--- src/rtl/dram_nibble_seq.sv ---
module dram_nibble_seq #(
  parameter int RA_W = 8
) (
  input  logic                clk,
  input  logic                rst_n,
  input  logic                wide_mode,
  input  logic                line_active,
  input  logic [2*RA_W-2:0]   vid_addr,
  input  logic [2*RA_W-2:0]   cpu_addr,
  input  logic                cpu_we,
  input  logic [7:0]          cpu_wdata,
  input  logic [3:0]          ram_dq_i,
  output logic [3:0]          ram_dq_o,
  output logic                ram_dq_oe,
  output logic [RA_W-1:0]     ram_a,
  output logic                ras_n,
  output logic                cas_n,
  output logic                we_n,
  output logic [7:0]          rd_data,
  output logic                rd_valid,
  output logic                rd_video,
  output logic                cpu_ce
);
  localparam int AW = 2*RA_W-1;
  localparam int CW = RA_W-1;

  logic [2:0]    ph;
  logic          alt, live, vid_q, we_q;
  logic [AW-1:0] a_q;
  logic [7:0]    wd_q;
  logic [3:0]    lo_q, hi_q;

  wire grant_vid = line_active && (wide_mode || !alt);
  wire in_row    = live && (ph < 3'd6);

  always_ff @(posedge clk) begin
    if (!rst_n) begin
      ph       <= 3'd6;
      alt      <= 1'b0;
      live     <= 1'b0;
      vid_q    <= 1'b0;
      we_q     <= 1'b0;
      a_q      <= '0;
      wd_q     <= '0;
      lo_q     <= '0;
      hi_q     <= '0;
      rd_valid <= 1'b0;
      rd_video <= 1'b0;
      cpu_ce   <= 1'b0;
    end else begin
      ph       <= ph + 3'd1;
      rd_valid <= 1'b0;
      cpu_ce   <= 1'b0;
      if (ph == 3'd2) lo_q <= ram_dq_i;
      if (ph == 3'd4) hi_q <= ram_dq_i;
      if (ph == 3'd6) begin
        rd_valid <= live && !we_q;
        rd_video <= vid_q;
        cpu_ce   <= live && !vid_q;
        live     <= 1'b1;
        alt      <= ~alt;
        vid_q    <= grant_vid;
        we_q     <= !grant_vid && cpu_we;
        a_q      <= grant_vid ? vid_addr : cpu_addr;
        wd_q     <= cpu_wdata;
      end
    end
  end

  always_comb begin
    case (ph)
      3'd7, 3'd0: ram_a = a_q[AW-1:CW];
      3'd1, 3'd2: ram_a = {a_q[CW-1:0], 1'b0};
      default:    ram_a = {a_q[CW-1:0], 1'b1};
    endcase
  end

  assign ras_n     = !in_row;
  assign cas_n     = !(live && (ph == 3'd2 || ph == 3'd4));
  assign we_n      = !(in_row && we_q);
  assign ram_dq_oe = in_row && we_q;
  assign ram_dq_o  = (ph < 3'd4) ? wd_q[3:0] : wd_q[7:4];
  assign rd_data   = {hi_q, lo_q};

  p_cas_in_row_r2: assert property (@(posedge clk) disable iff (!rst_n)
    !cas_n |-> !ras_n);
  p_row_setup_r3: assert property (@(posedge clk) disable iff (!rst_n)
    $fell(ras_n) |-> $stable(ram_a));
  p_col_setup_r3: assert property (@(posedge clk) disable iff (!rst_n)
    $fell(cas_n) |-> $stable(ram_a));
  p_we_setup_r5: assert property (@(posedge clk) disable iff (!rst_n)
    $fell(cas_n) |-> $stable(we_n));
  p_ce_pulse_r9: assert property (@(posedge clk) disable iff (!rst_n)
    cpu_ce |=> !cpu_ce);
  p_rdv_idle_r4: assert property (@(posedge clk) disable iff (!rst_n)
    rd_valid |-> (ras_n && cas_n));
  p_ras_one_r1: assert property (@(posedge clk) disable iff (!rst_n)
    $rose(ras_n) |=> ras_n);
endmodule

--- config.mk ---
export PLATFORM = sky130hd
export DESIGN_NAME = dram_nibble_seq
export DESIGN_NICKNAME = d
export VERILOG_FILES = /design/src/rtl/dram_nibble_seq.sv
export SDC_FILE = /design/constraint.sdc
export NUM_CORES = 1
export LEC_CHECK = 0
export BUFFER_PORTS_ARGS = -buffer_cell sky130_fd_sc_hd__buf_2
export CORE_AREA = 2 2 74 62
export DETAILED_ROUTE_END_ITERATION = 10
export DIE_AREA = 0 0 76 64
export GPL_ROUTABILITY_DRIVEN = 0
export PLACE_DENSITY = 0.88
export SYNTH_ARGS = -nofsm -noshare
export SYNTH_HDL_FRONTEND = slang
export SYNTH_SLANG_ARGS = --single-unit
--- constraint.sdc ---
create_clock -name clk -period 2.08 [get_ports clk]
set_input_delay 0.208 -clock clk [delete_from_list [all_inputs] [get_ports clk]]
set_output_delay 0.208 -clock clk [all_outputs]
set_load 0.02 [all_outputs]
==> results.txt, run 1 <==
ys flop type = dfxtp_1
Reg-to-Reg End = a_q[1]$_SDFFE_PN0P_
PD cells = 829 mW/mm^2
Min-Delay Startpoint = cpu_wdata[3]
Fillers = 402
crit path capture type = output pin
mux contribution to synthesized area = 6.65%
dpl ws = 0.269 ns
Synth Area in Compound Gates = 27.0%
final hold vios = 0
Nets = 334
clock sink count = 41
Cell Rows = 21
part of the power in registers = 47.4%
Setup CP Type = register to output pin
met1 Use GR = 24.4%
gr busiest metal = met2
status = finished clean
Post-Syn Instances = 214
P_leak = 1.09 nW
CTS Hold Bufs = 0
Critical Path AT = 1.76 ns
startpoint types = register
Port-buffer cells = 73
post-route ant nets = 0
most frequent cells in the layout = 73 x buf_2, 39 x dfxtp_1, 31 x o21ai_0
CP max FO = 8
clock skew = 0.00888 ns
Worst R2R Path Depth = 4
max-cap viol count = 0
R2R Setup Slk = 0.51 ns
Slew @ Worst Pin = 0.660 ns
initial antenna violation count = 0
sequential cell area = 828 um^2
most common cell after layout, fill and taps aside = buf_2
met2 GRT Util = 35.4%
vias in the first global route = 1,761
VDD IR max = 0.511 mV
Final Total Pwr = 1.96 mW
syn_nets = 265
Post-synth EDFFs = 0
Antenna diodes = 0
placed cells = 331
number of vias per cell = 5.28
Gate power share = 27.1%
Yosys reg bits = 41
clk buf depth = 2
Max Fclk = 509 MHz
Die ar. = 0.00486 mm^2
TritonRoute pass-1 iters = 4
Die W = 76 um
first-pass GRT wire length = 7990 um
Syn-to-layout area delta = 25.6%
count of cell types in the netlist = 31
WL final = 4820 um
CTS root buf = clkbuf_8
Hold Crit Class = input pin to register
Initial Util = 46.2%
Worst Hold End = wd_q[3]$_SDFFE_PN0P_
mean post-synth cell area = 8.79 um^2
share of cells above drive strength 1 = 34.2%
clk slew on worst S/H paths = 0.07 ns
Worst-Skew Late Latency = 0.29 ns
gr usage total = 20.6%
Synth Area in Simple Gates = 13.0%
period utilisation layout = 94.4%
GR Util met3 = 7.49%
global route overflow = 0
asr flop ratio synth = 0%
# DRC = 0
core outline area = 0.00407 mm^2
Slew headroom = 56.0%
average wire per standard cell = 14.1 um
NetSw = 637 uW
multi-input logic area = 948 um^2
Die Y = 64 um
Int Power = 1.32 mW
Slew Viols, Final = 0
CTS tree = done
Final HPWL DP = 3180 um
Cell Count, Final, Fillers Out = 341
routed vias = 1,802
Mapped Area = 0.00188 mm^2
largest net degree at the start of global routing = 41
Hold Path Cell Cnt = 3
Starting DRT DRC Count = 90
Data required, critical path = 1.87 ns
H-tree depth = 2
final setup vio count = 0
# IOs = 74
synth warn = 0
Setup WS post-layout = 0.116 ns
Sw Share = 32.5%
power share of the clock group = 25.5%
final core area utilization = 58.0%
RSZ-0062 raised after global routing = false
sequential area share after synthesis = 43.6%
Synth Area in XOR/XNOR = 0.931%
setup TNS = 0 ns
reg-to-reg startpoint = ph[2]$_SDFF_PN1_
fin crit period = 1.96 ns
CTS Buf Count = 5
largest family of logic cells by synthesized area = compound AO/OA/AOI/OAI gates
adder-cell share of the synthesized area = 2.66%
## power by group through the flow
stage,registers [mW],clock network (mW),logic [mW]
2_1_floorplan,0.942,0,0.365
3_5_place_dp,0.945,0,0.519
3_3_place_gp,0.944,0,0.504
5_1_grt,0.938,0.549,0.585
4_1_cts,0.929,0.512,0.530
6_report,0.929,0.500,0.530
## critical path, cell delays in order (launching register included)
cell,delay (ns)
dfxtp_4,0.38
inv_1,0.07
ha_2,0.18
nor2b_1,0.14
a21o_2,0.27
a22o_1,0.26
buf_2,0.16
## metal layers
metal / routed length [um] / share of wire (%)
met1: 2130 / 44
met2: 2260 / 47
met3: 405 / 8.4
met4: 27 / 0.56
met5: 0 / 0
## logic make-up after synthesis
kind of cell | Yosys count
AOI/OAI and AO/OA | 84
DFF | 41
buffers and inverters | 23
and+or+nand+nor | 48
muxes | 12
xor gates and xnor gates | 2
adders and majority gates | 4
## synthesized netlist by cell type, types with 3 or more instances
library cell	count	area, um^2
a31oi_1	15	93.8
mux2i_1	8	80.1
a21oi_1	16	80.1
nand2b_1	3	18.8
mux2_2	4	45.0
o21ai_0	31	155
inv_1	6	22.5
nand3_1	3	15.0
clkbuf_1	7	26.3
nor2b_1	10	62.6
buf_2	5	25.0
dfxtp_1	41	821
a22o_1	7	61.3
nand2_1	23	86.3
ha_1	4	50.1
nor2_1	3	11.3
a21boi_0	10	75.1
## what timing repair did
| item | CTS | global route |
|---|---|---|
| setup buffers | 2 | 0 |
| endpoints found under the setup margin | 7 | 7 |
| gates resized for setup | 2 | 4 |
| cloned | 0 | 0 |
| pin swaps | 1 | 0 |
## registers in the layout, summed over array words and instances (netlist names), 3 cells and up
signal / flops
ph: 3
wd_q: 8
lo_q: 4
hi_q: 4
a_q: 15
## stage by stage
| stage | hold slack, ns | area (um^2) |
|---|---|---|
| 2_1_floorplan | 0.353 | 1880 |
| 3_3_place_gp | 0.426 | 2250 |
| 3_5_place_dp | 0.431 | 2250 |
| 4_1_cts | 0.151 | 2350 |
| 5_1_grt | 0.152 | 2360 |
| 6_report | 0.158 | 2360 |
## final cells by class
type                            instances  area share (%)
Sequential cell                        41            35.0
Clock buffer                            6            3.07
Tap cell                               57            3.02
Clock inverter                          2           0.424
Timing Repair Buffer                   79            17.4
Inverter                                6           0.953
Multi-Input combinational cell        150            40.1
## worst max path at each step
| stage | startpoint | endpoint | slack, ns | cells after the start |
|---|---|---|---|---|
| floorplan | ph[0]$_SDFF_PN0_ | cas_n | 0.39 | 6 |
| global placement | ph[0]$_SDFF_PN0_ | ram_a[2] | 0.36 | 6 |
| detailed placement | ph[0]$_SDFF_PN0_ | ram_a[3] | 0.27 | 6 |
| CTS | ph[0]$_SDFF_PN0_ | ram_a[3] | 0.04 | 6 |
| global route | ph[0]$_SDFF_PN0_ | ram_a[3] | 0.01 | 7 |
| finish | ph[0]$_SDFF_PN0_ | ram_a[3] | 0.12 | 6 |
Note: power is estimated with default switching activity, not from simulation.
==> inputs of run 2 (changes only) <==
- SETUP_SLACK_MARGIN: unset -> 0.2
==> run 2 against run 1 <==
  * Flip-flop and latch count did not move
  * Final cell count rose by 1.2%
  * Non-clock buffer count grew 4
  * Die area stayed put
  * Clock skew is 0.0021 ns lower
  * Core utilization increased by 3.2 points
  * Highest routed layer unchanged
  * Largest cell class unchanged
  * Combinational power rose by 11%
==> results.txt, run 2 (same netlist as run 1, synthesis figures left out) <==
Port-buffer cells = 73 (unchanged)
CTS root buf = clkbuf_8
number of vias per cell = 5.31 (+0.54%)
most flop-heavy register = a_q
Largest regs = a_q (15), wd_q (8)
CTS Hold Bufs = 0 (unchanged)
Data required, critical path = 1.87 ns (about the same)
crit path capture type = output pin
RSZ-0062 raised after global routing = true
power share of the clock group = 24.6% (-0.9 points)
startpoint types = register
Int Power = 1.37 mW (+3.2%)
clock skew = 0.00674 ns (-0.00214 ns)
max-cap viol count = 0 (unchanged)
Starting DRT DRC Count = 85 (-5.6%)
final setup vio count = 0 (unchanged)
TritonRoute pass-1 iters = 5 (+1)
core outline area = 0.00407 mm^2 (unchanged)
share of cells above drive strength 1 = 37.8% (+3.7 points)
Syn-to-layout area delta = 32.4%
VDD IR max = 0.507 mV (-0.89%)
clk slew on worst S/H paths = 0.07 ns (about the same)
initial antenna violation count = 0 (unchanged)
routed vias = 1,833 (+1.7%)
first-pass GRT wire length = 8180 um (+2.3%)
clock sink count = 41 (unchanged)
Initial Util = 46.2% (unchanged)
Worst-Skew Late Latency = 0.29 ns (about the same)
Antenna diodes = 0 (unchanged)
placed cells = 331 (unchanged)
fin crit period = 1.83 ns (-0.138 ns)
average wire per standard cell = 14.5 um (+2.6%)
WL final = 5000 um (+3.8%)
CTS Buf Count = 5 (unchanged)
NetSw = 651 uW (+2.3%)
Gate power share = 29.2% (+2.1 points)
CP max FO = 4 (-4)
vias in the first global route = 1,801 (+2.3%)
# DRC = 0 (unchanged)
Hold Crit Class = input pin to register
largest net degree at the start of global routing = 41 (unchanged)
Slew Viols, Final = 0 (unchanged)
global route overflow = 0 (unchanged)
most common cell after layout, fill and taps aside = buf_2
max reg flops = 15 (unchanged)
# IOs = 74 (unchanged)
final hold vios = 0 (unchanged)
part of the power in registers = 46.1% (-1.3 points)
Die W = 76 um (unchanged)
Sw Share = 32.3% (-0.21 points)
Die ar. = 0.00486 mm^2 (unchanged)
post-route ant nets = 0 (unchanged)
PD cells = 809 mW/mm^2 (-2.4%)
Setup CP Type = register to output pin
Slew headroom = 54.8% (-1.2 points)
H-tree depth = 2 (unchanged)
setup TNS = 0 ns (unchanged)
P_leak = 1.12 nW (+2.4%)
CTS tree = done
Cell Rows = 21 (unchanged)
Die Y = 64 um (unchanged)
Critical Path AT = 1.62 ns (-0.14 ns)
Nets = 338 (+1.2%)
Cell Count, Final, Fillers Out = 345 (+1.2%)
period utilisation layout = 87.8% (-6.6 points)
Max Fclk = 548 MHz (+7.6%)
gr usage total = 20.9% (+0.34 points)
status = finished clean
clk buf depth = 2 (unchanged)
Final HPWL DP = 3180 um (unchanged)
most frequent cells in the layout = 66 x buf_2, 38 x dfxtp_1, 31 x o21ai_0
Slew @ Worst Pin = 0.679 ns (+0.0184 ns)
## run 2: cell count changes in the layout (fill, tap and decap cells not counted), sizes merged
cell  change
buf       +4
## run 2: what timing repair did
item                                   4_1_cts  5_1_grt
setup endpoints to repair                    8        9
setup buffers                                4        2
gates resized for setup                     17       16
endpoints found under the hold margin        0        0
pin swaps                                    8        5
## run 2: cell type report
| cell class | instances | area [um^2] |
|---|---|---|
| Clock inverter | 2 | 10.0 |
| Timing Repair Buffer | 83 | 477 |
| Multi-Input combinational cell | 150 | 1010 |
| Fill cell | 371 | 1580 |
| Sequential cell | 41 | 830 |
| Clock buffer | 6 | 72.6 |
| Tap cell | 57 | 71.3 |
| Inverter | 6 | 25.0 |
## run 2: final timing paths
path	start	to	slack [ns]	depth (start not counted)
hold reg to reg	we_q$_SDFFE_PN0P_	rd_valid$_SDFF_PN0_	0.45	1
setup / recovery	ph[0]$_SDFF_PN0_	ram_a[2]	0.25	6
hold / removal	cpu_wdata[3]	wd_q[3]$_SDFFE_PN0P_	0.16	3
setup reg to reg	ph[2]$_SDFF_PN1_	a_q[1]$_SDFFE_PN0P_	0.56	4
## run 2: per-stage QoR
step           utilization, %  hold slack (ns)  setup slack [ns]  total power, mW  cell area (um^2)
2_1_floorplan               -            0.353             0.385             1.31              1880
3_3_place_gp             55.4            0.426             0.361             1.45              2250
3_5_place_dp             55.4            0.431             0.269             1.46              2250
4_1_cts                  59.2            0.151             0.200             2.00              2410
5_1_grt                  61.2            0.152             0.184             2.14              2490
6_report                 61.2            0.157             0.254             2.02              2490
## run 2: worst max-delay path: stages, from the launching register on
cell and delay, ns:
dfxtp_4 0.36, buf_6 0.13, ha_2 0.21, a22oi_2 0.18, buf_4 0.17, a22o_1 0.16
buf_6 0.12
## run 2: power by group through the flow
stage | registers [mW] | clock network (mW) | logic, mW
floorplan | 0.942 | 0 | 0.365
global placement | 0.944 | 0 | 0.504
detailed placement | 0.945 | 0 | 0.519
CTS | 0.926 | 0.512 | 0.563
global route | 0.940 | 0.549 | 0.646
finish | 0.931 | 0.496 | 0.590
## run 2: layer usage
metal | vias up | wire length [um] | track usage, %
met2 | 92 | 2390 | 35.4
met1 | 836 | 2060 | 25.2
met3 | 10 | 475 | 7.49
li1 | 895 | - | -
met5 | - | 0 | 0
met4 | 0 | 77 | 6.59
